**src/rtl/vaddr_pkg.sv**
```systemverilog
package vaddr_pkg;

  typedef enum logic [2:0] {
    SP_DATA = 3'd0,
    SP_PROG = 3'd1,
    SP_IO   = 3'd2,
    SP_REV  = 3'd3,
    SP_NONE = 3'd4
  } space_e;

  typedef struct packed {
    space_e space;
    logic   is_data;
    logic   legal;
    logic   tgt_cycle;
  } dec_t;

  // Byte-address shift for an address cycle in a given space
  function automatic int unsigned byte_shift(space_e s);
    return (s == SP_PROG) ? 2 : 1;
  endfunction

  // Legality of a direction against a decoded space
  function automatic logic dir_legal(space_e s, logic is_data, logic rd);
    case (s)
      SP_DATA, SP_PROG, SP_IO: return is_data | ~rd;
      SP_REV:                  return rd;
      default:                 return 1'b0;
    endcase
  endfunction

endpackage

```
**src/rtl/vaddr_decode.sv**
```systemverilog
module vaddr_decode
  import vaddr_pkg::*;
#(
  parameter int CODE_W = 4
) (
  input  logic [CODE_W-1:0] code,
  input  logic              rd,
  output dec_t              dec
);

  space_e sp;
  logic   dat;

  always_comb begin
    sp  = SP_NONE;
    dat = 1'b0;
    case (int'(code))
      0: begin sp = SP_DATA; dat = 1'b0; end
      1: begin sp = SP_DATA; dat = 1'b1; end
      2: begin sp = SP_PROG; dat = 1'b0; end
      3: begin sp = SP_PROG; dat = 1'b1; end
      4: begin sp = SP_IO;   dat = 1'b0; end
      5: begin sp = SP_IO;   dat = 1'b1; end
      8: begin sp = SP_REV;  dat = 1'b1; end
      default: begin sp = SP_NONE; dat = 1'b0; end
    endcase
  end

  always_comb begin
    dec.space     = sp;
    dec.is_data   = dat;
    dec.legal     = dir_legal(sp, dat, rd);
    dec.tgt_cycle = dir_legal(sp, dat, rd) && (sp != SP_REV) && (sp != SP_NONE);
  end

endmodule

```
**src/rtl/vaddr_shift.sv**
```systemverilog
module vaddr_shift
  import vaddr_pkg::*;
#(
  parameter int DATA_W = 16,
  localparam int BUS_W = DATA_W + 1
) (
  input  logic [DATA_W-1:0] val,
  input  space_e            space,
  input  logic              is_data,
  output logic [BUS_W-1:0]  bus
);

  logic [BUS_W:0] wide;

  always_comb begin
    wide = {2'b00, val} << byte_shift(space);
    if (is_data) bus = {1'b0, val};
    else         bus = wide[BUS_W-1:0];
  end

endmodule

```
**src/rtl/vaddr_rdcap.sv**
```systemverilog
module vaddr_rdcap #(
  parameter int DATA_W = 16
) (
  input  logic              clk,
  input  logic              rst_n,
  input  logic              load,
  input  logic [DATA_W-1:0] din,
  input  logic              ack,
  output logic [DATA_W-1:0] q
);

  logic ack_q;
  logic ack_fall;

  assign ack_fall = ack_q & ~ack;

  always_ff @(posedge clk or negedge rst_n) begin
    if (!rst_n) begin
      q     <= '0;
      ack_q <= 1'b0;
    end else begin
      ack_q <= ack;
      if (load)          q <= din;
      else if (ack_fall) q <= '0;
    end
  end

endmodule

```
**src/rtl/vaddr_datapath.sv**
```systemverilog
module vaddr_datapath
  import vaddr_pkg::*;
#(
  parameter int          DATA_W   = 16,
  parameter int          CODE_W   = 4,
  parameter logic [15:0] REVISION = 16'h0A31,
  localparam int         BUS_W    = DATA_W + 1
) (
  input  logic              clk,
  input  logic              rst_n,
  input  logic              acc_req,
  input  logic [CODE_W-1:0] acc_code,
  input  logic              acc_rd,
  input  logic [DATA_W-1:0] host_wdata,
  output logic [DATA_W-1:0] host_rdata,
  output logic              host_rdata_oe,
  input  logic [DATA_W-1:0] tgt_bus_in,
  output logic [BUS_W-1:0]  tgt_bus_out,
  output logic              tgt_bus_oe,
  input  logic              tgt_latch,
  input  logic              host_ack,
  output logic              cmd_valid,
  output logic              cmd_is_data,
  output logic              cmd_rd,
  output logic              mem_sel_n,
  output logic              io_sel_n,
  output logic              acc_invalid
);

  dec_t              dec;
  logic [BUS_W-1:0]  shifted;
  logic [DATA_W-1:0] rd_hold;
  logic              run_cycle;
  logic              data_read;
  logic              rev_read;
  logic              cap_load;

  vaddr_decode #(.CODE_W(CODE_W)) u_dec (
    .code (acc_code),
    .rd   (acc_rd),
    .dec  (dec)
  );

  vaddr_shift #(.DATA_W(DATA_W)) u_shift (
    .val     (host_wdata),
    .space   (dec.space),
    .is_data (dec.is_data),
    .bus     (shifted)
  );

  assign run_cycle = acc_req & dec.tgt_cycle;
  assign data_read = run_cycle & acc_rd & dec.is_data;
  assign rev_read  = acc_req & dec.legal & (dec.space == SP_REV);
  assign cap_load  = data_read & tgt_latch;

  vaddr_rdcap #(.DATA_W(DATA_W)) u_cap (
    .clk   (clk),
    .rst_n (rst_n),
    .load  (cap_load),
    .din   (tgt_bus_in),
    .ack   (host_ack),
    .q     (rd_hold)
  );

  always_comb begin
    cmd_valid     = run_cycle;
    cmd_is_data   = run_cycle & dec.is_data;
    cmd_rd        = run_cycle & acc_rd;
    mem_sel_n     = ~(run_cycle & (dec.space != SP_IO));
    io_sel_n      = ~(run_cycle & (dec.space == SP_IO));
    acc_invalid   = acc_req & ~dec.legal;
    tgt_bus_oe    = run_cycle & ~acc_rd;
    tgt_bus_out   = tgt_bus_oe ? shifted : '0;
    host_rdata_oe = acc_req & dec.legal & acc_rd;
    if (rev_read)       host_rdata = DATA_W'(REVISION);
    else if (data_read) host_rdata = rd_hold;
    else                host_rdata = '0;
  end

endmodule

```
**config.mk**
```make
export PLATFORM = sky130hd
export DESIGN_NAME = vaddr_datapath
export DESIGN_NICKNAME = d
export VERILOG_FILES = /design/src/rtl/vaddr_pkg.sv /design/src/rtl/vaddr_decode.sv /design/src/rtl/vaddr_shift.sv /design/src/rtl/vaddr_rdcap.sv /design/src/rtl/vaddr_datapath.sv
export SDC_FILE = /design/constraint.sdc
export NUM_CORES = 1
export LEC_CHECK = 0
export ABC_AREA = 1
export ABC_CLOCK_PERIOD_IN_PS = 3000
export CORE_UTILIZATION = 35
export DETAILED_ROUTE_END_ITERATION = 7
export PLACE_DENSITY = 0.76
export SLEW_MARGIN = 20
export SYNTH_ARGS = -nofsm -noshare
export SYNTH_HDL_FRONTEND = slang
export SYNTH_SLANG_ARGS = --single-unit
```
**constraint.sdc**
```tcl
create_clock -name clk -period 3 [get_ports clk]
set_clock_uncertainty 0.05 [all_clocks]
set_input_delay 0.9 -clock clk [delete_from_list [all_inputs] [get_ports clk]]
set_output_delay 0.9 -clock clk [all_outputs]
set_load 0.03 [all_outputs]
```
==> summary.md, run 1 <==
| Metric | Value |
|---|---|
| Status | `finished, violations left` |
| Failing checks | `negative setup slack` |
| FF-to-FF path depth | `3` |
| Pwr per Cell Area | `243 nW/um^2` |
| Deepest clock path buffer count | `2` |
| Synth unique cells | `18` |
| Via count | `around 1800` |
| Met3 usage | `under 10%` |
| Routed length per instance | `between 10 and 15 um` |
| Commonest non-fill, non-tap cell in the layout | `nand2_1` |
| DRT iter0 DRCs | `between 80 and 90` |
| Hold slack | `0.451 ns` |
| Filler Cell Count | `~270` |
| Post-synthesis cell area | `1380 um^2` |
| Crit-path max cell delay | `around 0.19 ns` |
| Critical-path cell list | `buf_6, nor2_4, nand2_2, a21oi_4, o21ai_4, nor2_4, nand2_4, buf_12, nor2_4, buf_6` |
| Setup ws final | `-0.0368 ns` |
| CTS tree | `built` |
| Die area | `4180 um^2` |
| H-Tree Level Count | `1` |
| Top area cells in the synthesized netlist | `dfrtp_1, nand2_1, o21ai_0` |
| Final nets | `between 300 and 400` |
| Multi-input gate area | `between 900 and 1000 um^2` |
| Diodes inserted | `0` |
| Max Cap Viol | `0` |
| Slew margin rel. | `between 50% and 60%` |
| Layout cells sized above 1 | `about 37%` |
| Clk Latency, worst-skew pair | `between 0.2 and 0.3 ns` |
| Req. time, crit path | `2.05 ns` |
| Die H | `roughly 65 um` |
| # rows | `22` |
| Vias per std cell | `~4.8` |
| DP HPWL | `around 3200 um` |
| Worst Hold Class | `register to register` |
| Number of clock buffers inserted by TritonCTS | `3` |
| Largest net degree at the start of global routing | `32` |
| Setup Crit Path Kind | `primary input to output pin` |
| CP Capture Type | `output pin` |
| Area leader, netlist | `dfrtp_1` |
| CP arrival | `2.09 ns` |
| Register area | `~430 um^2` |
| Worst reg2reg startpoint | `u_cap.ack_q` |
| Ports | `a little over 80` |
| Pre-CTS setup slack | `-0.575 ns` |
| Reg2reg setup slack | `1.90 ns` |
| # DRC | `0` |
| Chip width | `roughly 65 um` |
| Avg Inst Size Synth | `~6.0 um^2` |
| Final core occ | `about three quarters` |
| Met1 Usage GRT | `25.9%` |
| PortBufs | `between 80 and 90` |
| Commonest non-fill, non-tap cells in the layout | `nand2_1, buf_4, clkdlybuf4s50_1` |
| Mapped Cells | `230` |
| Worst-path fanout max | `8` |
| Delay-heaviest family, CP | `simple AND/OR/NAND/NOR gates` |
| Final Hold Vio Count | `0` |
| Vias in the first global route | `approximately 1600` |
| Endpoints failing setup | `26` |
| Worst reg2reg path endpoint | `u_cap.q[6]` |
| Final worst-path cycle share | `101%` |
| Hold Path Sink | `u_cap.q[3]` |
| Max VDD drop | `0.229 mV` |
| Number of synthesized register bits | `17` |
| Hold depth | `2` |
| Grt ovf | `0` |
| YS warnings | `0` |
| Min-delay src | `u_cap.q[3]` |
| Area of the core | `3720 um^2` |
| Global Route Usage Sum | `around a fifth` |
| Worst-Margin Slew | `roughly 0.75 ns` |
| Yosys top cell area share | `a little under a third` |
| Root buffer cell | `clkbuf_8` |
| Final WL | `~4500 um` |
| Post-synthesis sequential area ratio | `30.9%` |
| TritonRoute pass-1 iters | `4` |
| Synth-to-layout area growth | `100%` |
| Final GP Congestion | `~0.74` |
| Antenna violations before repair | `0` |
| Global-route wire length before repair | `between 6000 and 7000 um` |
| Slowest cell on the critical path | `a21oi_4` |
| Met2 Use GR | `36.2%` |
| Fmax | `329 MHz` |
| GRT busiest layer | `met2` |
| Leak pwr | `~1.4 nW` |
| Setup crit start kind | `primary input` |
| RSZ-0062 raised after global routing | `true` |
| Clk slew on worst S/H paths | `~0.07 ns` |
| Max-slew violations | `0` |
| Clock sink count | `17` |
| Setup TNS Final | `-0.426 ns` |
| Final ANT Viol Nets | `0` |
| Buf/Inv on CP | `3` |
| Hold_buf cts | `0` |
| Net Count, Synth | `272` |
| Starting density of the core | `between 30% and 40%` |
| CP dominant cell by count | `nor2_4` |
| Min cycle time layout | `3.04 ns` |
## cell usage after synthesis
library cell and count:
dfrtp_1 17, a21oi_4 1, a21oi_1 2, nand2_4 2, o21ai_2 1, nor2_1 37
nand4_1 1, inv_2 1, buf_6 2, o21ai_0 30, clkbuf_1 6, buf_2 1
nor2_4 2, nand4_4 1, inv_1 28, buf_4 1, nand2_1 79, nand3_1 18
## power by group
group          leakage, nW  switching [mW]  internal, mW
clock network       0.0255          0.0795        0.0922
logic                 1.11           0.133         0.127
registers            0.234         0.00250         0.234
total                 1.37           0.214         0.453
## cells by family (layout without fill, tap and decap cells)
family / count (synthesis) / count (layout) / synth area share [%]
simple gates: 140 / 140 / 43.5
buf+inv: 39 / 145 / 12.1
compound gates: 34 / 34 / 13.5
flops: 17 / 17 / 30.9
## worst register-to-register path, cell delays in order, from the launching register on
cell,delay [ns]
dfrtp_1,0.37
nand2_1,0.40
nand3_1,0.15
nand2_1,0.08
## flip-flops by register name (all words and copies together) (netlist names)
name         flops
u_cap.q         16
u_cap.ack_q      1
## repair_timing
| item | 4_1_cts | 5_1_grt |
|---|---|---|
| gates resized for setup | 66 | 34 |
| cloned | 0 | 2 |
| pin swaps | 7 | 9 |
| endpoints found under the setup margin | 41 | 38 |
| setup buffers | 4 | 3 |
## metrics by stage
step / area, um^2 / instances / power (mW)
6_report: 2750 / 384 / 0.668
5_1_grt: 2750 / 384 / 0.706
4_1_cts: 2610 / 380 / 0.641
3_5_place_dp: 2380 / 372 / 0.451
3_3_place_gp: 2380 / 372 / 0.449
2_1_floorplan: 1480 / 230 / 0.341
## worst max-delay path by stage
stage                            from         endpoint  cells after the start
final                     acc_code[0]   tgt_bus_out[7]                     10
after global routing      acc_code[0]   tgt_bus_out[9]                     10
after CTS                 acc_code[2]   tgt_bus_out[6]                     10
after detailed placement  acc_code[2]  tgt_bus_out[11]                      9
after global placement    acc_code[2]  tgt_bus_out[12]                      9
after floorplan           acc_code[0]   tgt_bus_out[0]                      7
## final cells by class
cell class / count / share of cell area (%)
Clock inverter: 1 / 0.182
Clock buffer: 3 / 1.50
Inverter: 29 / 4.18
Sequential cell: 17 / 15.5
Tap cell: 48 / 2.18
Timing Repair Buffer: 112 / 40.7
Multi-Input combinational cell: 174 / 35.8
## per-layer routing
| layer | vias to the layer above | part of all wire, % |
|---|---|---|
| met5 | - | 0 |
| met4 | 0 | 2.9 |
| met3 | 15 | 5.9 |
| met2 | 63 | 51 |
| met1 | 829 | 41 |
| li1 | 925 | - |
No activity file was read; power rests on OpenSTA's default activity.
==> inputs of run 2 (changes only) <==
--- a/config.mk
+++ b/config.mk
@@ -6,10 +6,11 @@
 export NUM_CORES = 1
 export LEC_CHECK = 0
 export ABC_AREA = 1
-export ABC_CLOCK_PERIOD_IN_PS = 3000
+export ABC_CLOCK_PERIOD_IN_PS = 3800
 export CORE_UTILIZATION = 35
 export DETAILED_ROUTE_END_ITERATION = 7
 export PLACE_DENSITY = 0.76
+export SETUP_SLACK_MARGIN = 0.2
 export SLEW_MARGIN = 20
 export SYNTH_ARGS = -nofsm -noshare
 export SYNTH_HDL_FRONTEND = slang
==> constraint.sdc (replaced) <==
create_clock -name clk -period 3.8 [get_ports clk]
set_clock_uncertainty 0.05 [all_clocks]
set_input_delay 1.14 -clock clk [delete_from_list [all_inputs] [get_ports clk]]
set_output_delay 1.14 -clock clk [all_outputs]
set_load 0.03 [all_outputs]
==> run 2 against run 1 <==
  * The run now ends clean
  * Largest cell class unchanged
  * Wire length down 2.2%
  * Sequential cell count unchanged
  * Highest routed layer unchanged
  * Clock power shrank 22%
  * Critical endpoint is now tgt_bus_out[0]
  * Global-route usage shrank 0.37 points
  * Sequential share of layout area up 0.79 points
  * Worst hold slack about the same
  * Non-clock buffer count is 3 lower
==> summary.md, run 2 (same netlist as run 1, synthesis figures left out) <==
| Metric | Value |
|---|---|
| Status | `completed (was finished, violations left)` |
| Final nets | `378 (was 379)` |
| Vias per std cell | `4.64 (was 4.77)` |
| Root buffer cell | `clkbuf_8 (unchanged)` |
| Final Hold Vio Count | `0 (unchanged)` |
| Min cycle time layout | `3.59 ns` |
| CP arrival | `2.40 ns (was 2.09 ns)` |
| Clk Latency, worst-skew pair | `0.25 ns (about the same)` |
| # DRC | `0 (unchanged)` |
| Leak pwr | `1.33 nW (was 1.37 nW)` |
| Ports | `83 (unchanged)` |
| Die H | `64.7 um (unchanged)` |
| TritonRoute pass-1 iters | `4 (unchanged)` |
| Post-route cell area | `2620 um^2 (was 2750 um^2)` |
| Top flop regs | `u_cap.q: 16 flops, u_cap.ack_q: 1 flops (unchanged)` |
| Routed length per instance | `11.5 um (was 11.8 um)` |
| Final worst-path cycle share | `roughly 95%` |
| Final WL | `4420 um (was 4520 um)` |
| PortBufs | `82 (unchanged)` |
| Setup ws final | `0.208 ns (was -0.0368 ns)` |
| Vias in the first global route | `1504 (was 1578)` |
| CP Capture Type | `output pin (unchanged)` |
| Hold Path Sink | `u_cap.q[3] (unchanged)` |
| Global-route wire length before repair | `6820 um (was 6900 um)` |
| Endpoints failing setup | `0 (was 26)` |
| Reg2reg setup slack | `2.69 ns (was 1.90 ns)` |
| Buf/Inv on CP | `3 (unchanged)` |
| Pwr per Cell Area | `191 nW/um^2 (was 243 nW/um^2)` |
| Grt ovf | `0 (unchanged)` |
| Critical-path cell list | `buf_6, nor2_4, nand2_2, a21oi_4, o21ai_4, nor2_4, buf_6, nand2_8, nor2_1, buf_4 (was buf_6, nor2_4, nand2_2, a21oi_4, o21ai_4, nor2_4, nand2_4, buf_12, nor2_4, buf_6)` |
| Max Cap Viol | `0 (unchanged)` |
| Final ANT Viol Nets | `0 (unchanged)` |
| Final GP Congestion | `0.861 (was 0.742)` |
| Worst reg2reg startpoint | `u_cap.ack_q (unchanged)` |
| Commonest non-fill, non-tap cells in the layout | `nand2_1, buf_4, clkdlybuf4s50_1 (unchanged)` |
| Filler Cell Count | `318 (was 268)` |
| Global Route Usage Sum | `20.7% (was 21.1%)` |
| Slowest cell on the critical path | `a21oi_4 (unchanged)` |
| DRT iter0 DRCs | `84 (was 85)` |
| DP HPWL | `3120 um (was 3160 um)` |
| Max reg flops | `16 (unchanged)` |
| Worst-Margin Slew | `0.768 ns (was 0.747 ns)` |
| Antenna violations before repair | `0 (unchanged)` |
| Largest net degree at the start of global routing | `32 (unchanged)` |
| Crit-path max cell delay | `0.22 ns (was 0.19 ns)` |
| H-Tree Level Count | `1 (unchanged)` |
| Min-delay src | `u_cap.q[3] (unchanged)` |
| Commonest non-fill, non-tap cell in the layout | `nand2_1 (unchanged)` |
| Area of the core | `3720 um^2 (unchanged)` |
| Die area | `4180 um^2 (unchanged)` |
| Via count | `1777 (was 1832)` |
| Fmax | `~280 MHz` |
| Starting density of the core | `37.0% (unchanged)` |
| Cell Area, Placed | `2280 um^2 (was 2380 um^2)` |
| Pre-CTS setup slack | `-0.124 ns (was -0.575 ns)` |
| Max VDD drop | `0.190 mV (was 0.229 mV)` |
| Hold depth | `2 (unchanged)` |
| Max-slew violations | `0 (unchanged)` |
| Layout cells sized above 1 | `35.8% (was 36.6%)` |
| CTS tree | `built (unchanged)` |
| Hold slack | `0.451 ns (about the same)` |
| Clock sink count | `17 (unchanged)` |
| Delay-heaviest family, CP | `simple AND/OR/NAND/NOR gates (unchanged)` |
| RSZ-0062 raised after global routing | `false (was true)` |
| Chip width | `64.7 um (unchanged)` |
| Setup Crit Path Kind | `primary input to output pin (unchanged)` |
| Diodes inserted | `0 (unchanged)` |
| # rows | `22 (unchanged)` |
| Synth-to-layout area growth | `90.4% (was 100%)` |
| FF-to-FF path depth | `3 (unchanged)` |
| Worst-path fanout max | `9 (was 8)` |
| Slew margin rel. | `48.6% (was 50.0%)` |
| Worst Hold Class | `register to register (unchanged)` |
| Setup crit start kind | `primary input (unchanged)` |
| Number of clock buffers inserted by TritonCTS | `3 (unchanged)` |
| Worst reg2reg path endpoint | `u_cap.q[4] (was u_cap.q[6])` |
| Req. time, crit path | `2.61 ns (was 2.05 ns)` |
| Most flops, register | `u_cap.q (unchanged)` |
| Deepest clock path buffer count | `2 (unchanged)` |
| Clk slew on worst S/H paths | `0.07 ns (about the same)` |
[run 2: worst max path at each step]
stage                start  cells after the start         endpoint  slack (ns)
2_1_floorplan  acc_code[0]                      8  tgt_bus_out[10]        0.18
3_3_place_gp   acc_code[2]                      9   tgt_bus_out[1]       -0.05
3_5_place_dp   acc_code[2]                      9  tgt_bus_out[15]       -0.12
4_1_cts             acc_rd                      7      acc_invalid        0.18
5_1_grt        acc_code[3]                     10   tgt_bus_out[0]        0.16
6_report       acc_code[0]                     10   tgt_bus_out[0]        0.21
[run 2: cell type report]
type	count	area (um^2)	share of cell area (%)
clock inverters	1	5.00	0.191
well taps	48	60.1	2.29
multi-input cells	176	956	36.5
flip-flops and latches	17	425	16.3
inverters	29	114	4.35
clock buffers	3	41.3	1.58
repair buffers	109	1020	38.8
[run 2: worst min-delay path, stage by stage, from the launching register on]
cell     delay, ns
dfrtp_1       0.35
nand3_1       0.07
nand2_1       0.05
[run 2: stage by stage]
stage / std cells / setup TNS [ns] / util (%) / total power [mW]
2_1_floorplan: 230 / 0 / - / 0.261
3_3_place_gp: 368 / -1.29 / 61.3 / 0.345
3_5_place_dp: 368 / -2.45 / 61.3 / 0.346
4_1_cts: 375 / 0 / 66.3 / 0.486
5_1_grt: 383 / 0 / 70.4 / 0.531
6_report: 383 / 0 / 70.4 / 0.499
[run 2: routing by layer]
| metal | part of all wire, % | GRT usage [%] | vias up |
|---|---|---|---|
| met4 | 1.3 | 8.61 | 0 |
| li1 | - | - | 921 |
| met2 | 49 | 36.1 | 67 |
| met3 | 5.5 | 3.35 | 5 |
| met5 | 0 | 0 | - |
| met1 | 44 | 25.1 | 784 |
[run 2: where the power goes]
part           leakage, nW  internal (mW)  total, mW  switching, mW
Sequential           0.234          0.185      0.187        0.00211
Combinational         1.07         0.0865      0.177         0.0906
Clock               0.0255         0.0728      0.135         0.0619
[run 2: timing repair]
item | in CTS | in global routing
setup buffers | 2 | 6
pin swaps | 5 | 10
endpoints found under the setup margin | 41 | 40
hold buffers | 0 | 0
resized for setup | 51 | 36
gates cloned | 1 | 2
==> inputs of run 3 (changes only) <==
--- a/config.mk
+++ b/config.mk
@@ -10,7 +10,6 @@
 export CORE_UTILIZATION = 35
 export DETAILED_ROUTE_END_ITERATION = 7
 export PLACE_DENSITY = 0.76
-export SETUP_SLACK_MARGIN = 0.2
 export SLEW_MARGIN = 20
 export SYNTH_ARGS = -nofsm -noshare
 export SYNTH_HDL_FRONTEND = slang
==> run 3 against run 2 <==
  * Sequential cell count unchanged
  * Register-to-register slack about the same
  * Global-route usage increased by 1.2 points
  * Die area unchanged
  * Critical path depth decreased by 3
  * Via count decreased by 0.90%
  * Cell area decreased by 4.3%
  * Critical path type unchanged
  * Largest power group unchanged
  * Highest routed layer unchanged
==> summary.md, run 3 (same netlist as run 1, synthesis figures left out) <==
| Metric | Value |
|---|---|
| Global Route Usage Sum | `21.9% (was 20.7%)` |
| Final ANT Viol Nets | `0 (unchanged)` |
| TritonRoute pass-1 iters | `4 (unchanged)` |
| Antenna violations before repair | `0 (unchanged)` |
| Setup crit start kind | `primary input (unchanged)` |
| Clk Latency, worst-skew pair | `0.25 ns (about the same)` |
| Met1 Usage GRT | `27.4% (was 25.1%)` |
| Multi-input gate area | `927 um^2 (was 956 um^2)` |
| Overall Power | `0.500 mW (was 0.499 mW)` |
| Max reg flops | `16 (unchanged)` |
| # rows | `22 (unchanged)` |
| CTS tree | `built (unchanged)` |
| Final core occ | `67.4% (was 70.4%)` |
| Slew margin rel. | `49.3% (was 48.6%)` |
| Final GP Congestion | `0.823 (was 0.861)` |
| # DRC | `0 (unchanged)` |
| Clk slew on worst S/H paths | `0.06 ns (was 0.07 ns)` |
| Max-slew violations | `0 (unchanged)` |
| Grt ovf | `0 (unchanged)` |
| Layout cells sized above 1 | `28.7% (was 35.8%)` |
| Root buffer cell | `clkbuf_8 (unchanged)` |
| RSZ-0062 raised after global routing | `true (was false)` |
| Commonest non-fill, non-tap cells in the layout | `nand2_1, buf_4, clkdlybuf4s50_1 (unchanged)` |
| Final cell count without fillers | `376 (was 383)` |
| Fmax | `268 MHz (was 278 MHz)` |
| Clock sink count | `17 (unchanged)` |
| Vias per std cell | `4.68 (was 4.64)` |
| DP HPWL | `3060 um (was 3120 um)` |
| Ports | `83 (unchanged)` |
| Starting density of the core | `37.0% (unchanged)` |
| DRT iter0 DRCs | `127 (was 84)` |
| Commonest non-fill, non-tap cell in the layout | `nand2_1 (unchanged)` |
| CP arrival | `2.54 ns (was 2.40 ns)` |
| Hold depth | `2 (unchanged)` |
| Register area | `425 um^2 (unchanged)` |
| Max VDD drop | `0.191 mV (was 0.190 mV)` |
| H-Tree Level Count | `1 (unchanged)` |
| Final worst-path cycle share | `98.3% (was 94.5%)` |
| Via count | `1761 (was 1777)` |
| Req. time, crit path | `2.61 ns (about the same)` |
| Setup Crit Path Kind | `primary input to output pin (unchanged)` |
| Largest net degree at the start of global routing | `32 (unchanged)` |
| FF-to-FF path depth | `3 (unchanged)` |
| Chip width | `64.7 um (unchanged)` |
| Synth-to-layout area growth | `82.2% (was 90.4%)` |
| Diodes inserted | `0 (unchanged)` |
| Most flops, register | `u_cap.q (unchanged)` |
| Filler Cell Count | `314 (was 318)` |
| Final WL | `4500 um (was 4420 um)` |
| Hold slack | `0.449 ns (was 0.451 ns)` |
| Met2 Use GR | `39.2% (was 36.1%)` |
| Max Cap Viol | `0 (unchanged)` |
| Worst-path fanout max | `2 (was 9)` |
| Top flop regs | `u_cap.q: 16 flops, u_cap.ack_q: 1 flops (unchanged)` |
| Status | `completed (unchanged)` |
| Worst Hold Class | `register to register (unchanged)` |
| Global-route wire length before repair | `7180 um (was 6820 um)` |
| Endpoints failing setup | `0 (unchanged)` |
| CP Capture Type | `output pin (unchanged)` |
| Die area | `4180 um^2 (unchanged)` |
| Pwr per Cell Area | `200 nW/um^2 (was 191 nW/um^2)` |
| Number of clock buffers inserted by TritonCTS | `3 (unchanged)` |
| Die H | `64.7 um (unchanged)` |
| Min cycle time layout | `3.73 ns (was 3.59 ns)` |
| Final nets | `371 (was 378)` |
| Vias in the first global route | `1590 (was 1504)` |
| Hold_buf cts | `0 (unchanged)` |
| PortBufs | `82 (unchanged)` |
| Area of the core | `3720 um^2 (unchanged)` |
| Leak pwr | `1.29 nW (was 1.33 nW)` |
| Worst-Margin Slew | `0.758 ns (was 0.768 ns)` |
| Routed length per instance | `12.0 um (was 11.5 um)` |
| GRT busiest layer | `met2 (unchanged)` |
| Placed Cells | `365 (was 368)` |
| Met3 usage | `3.87% (was 3.35%)` |
| Final Hold Vio Count | `0 (unchanged)` |
| Deepest clock path buffer count | `2 (unchanged)` |
-- run 3: cell count changes in the layout (fill, tap and decap cells not counted), moves of 3 or more --
cell,before,now
nor2_1,12,25
buf_4,51,45
nor2_2,13,3
nand2_2,4,1
nor2_4,14,11
o21ai_2,0,3
buf_6,17,12
o21ai_0,25,21
-- run 3: final timing paths --
kind,startpoint,endpoint,slack [ns]
max in group asynchronous,rst_n,u_cap.q[13],1.94
min reg2reg,u_cap.q[10],u_cap.q[10],0.45
max,acc_rd,acc_invalid,0.07
min in group asynchronous,rst_n,u_cap.q[3],1.28
min,u_cap.q[10],u_cap.q[10],0.45
max reg2reg,u_cap.ack_q,u_cap.q[9],2.69
-- run 3: repair_timing --
item                                   CTS  global route
pin swaps                                7             3
gates resized for setup                 52             6
endpoints found under the hold margin    0             0
setup endpoints to repair               39            26
setup buffers                            4             0
gates cloned                             3             0
-- run 3: per-layer routing --
| metal | share of wire [%] | up-vias |
|---|---|---|
| met5 | 0 | - |
| met4 | 0.31 | 0 |
| met3 | 5.3 | 4 |
| met2 | 51 | 61 |
| met1 | 43 | 783 |
| li1 | - | 913 |
-- run 3: power breakdown --
part           switching, mW  internal, mW
Sequential           0.00212         0.185
Clock                 0.0606        0.0744
Combinational         0.0943        0.0834
-- run 3: area by class of cell --
| cell class | count | share of cell area [%] |
|---|---|---|
| repair buffers | 101 | 37.3 |
| clock buffers | 4 | 1.80 |
| inverters | 29 | 4.50 |
| multi-input cells | 177 | 37.0 |
| well taps | 48 | 2.40 |
| flip-flops and latches | 17 | 17.0 |
-- run 3: per-stage QoR --
step	cell area (um^2)	setup slack, ns	TNS [ns]
2_1_floorplan	1380	0.0549	0
3_3_place_gp	2230	-0.133	-3.26
3_5_place_dp	2230	-0.169	-4.69
4_1_cts	2500	0.0449	0
5_1_grt	2500	-0.00782	-0.0101
6_report	2500	0.0663	0
-- run 3: critical path: stages --
cell	delay, ns
clkdlybuf4s50_1	0.52
clkinvlp_4	0.11
o21ai_2	0.19
nand2_1	0.12
buf_4	0.15
nor2_1	0.12
buf_4	0.18
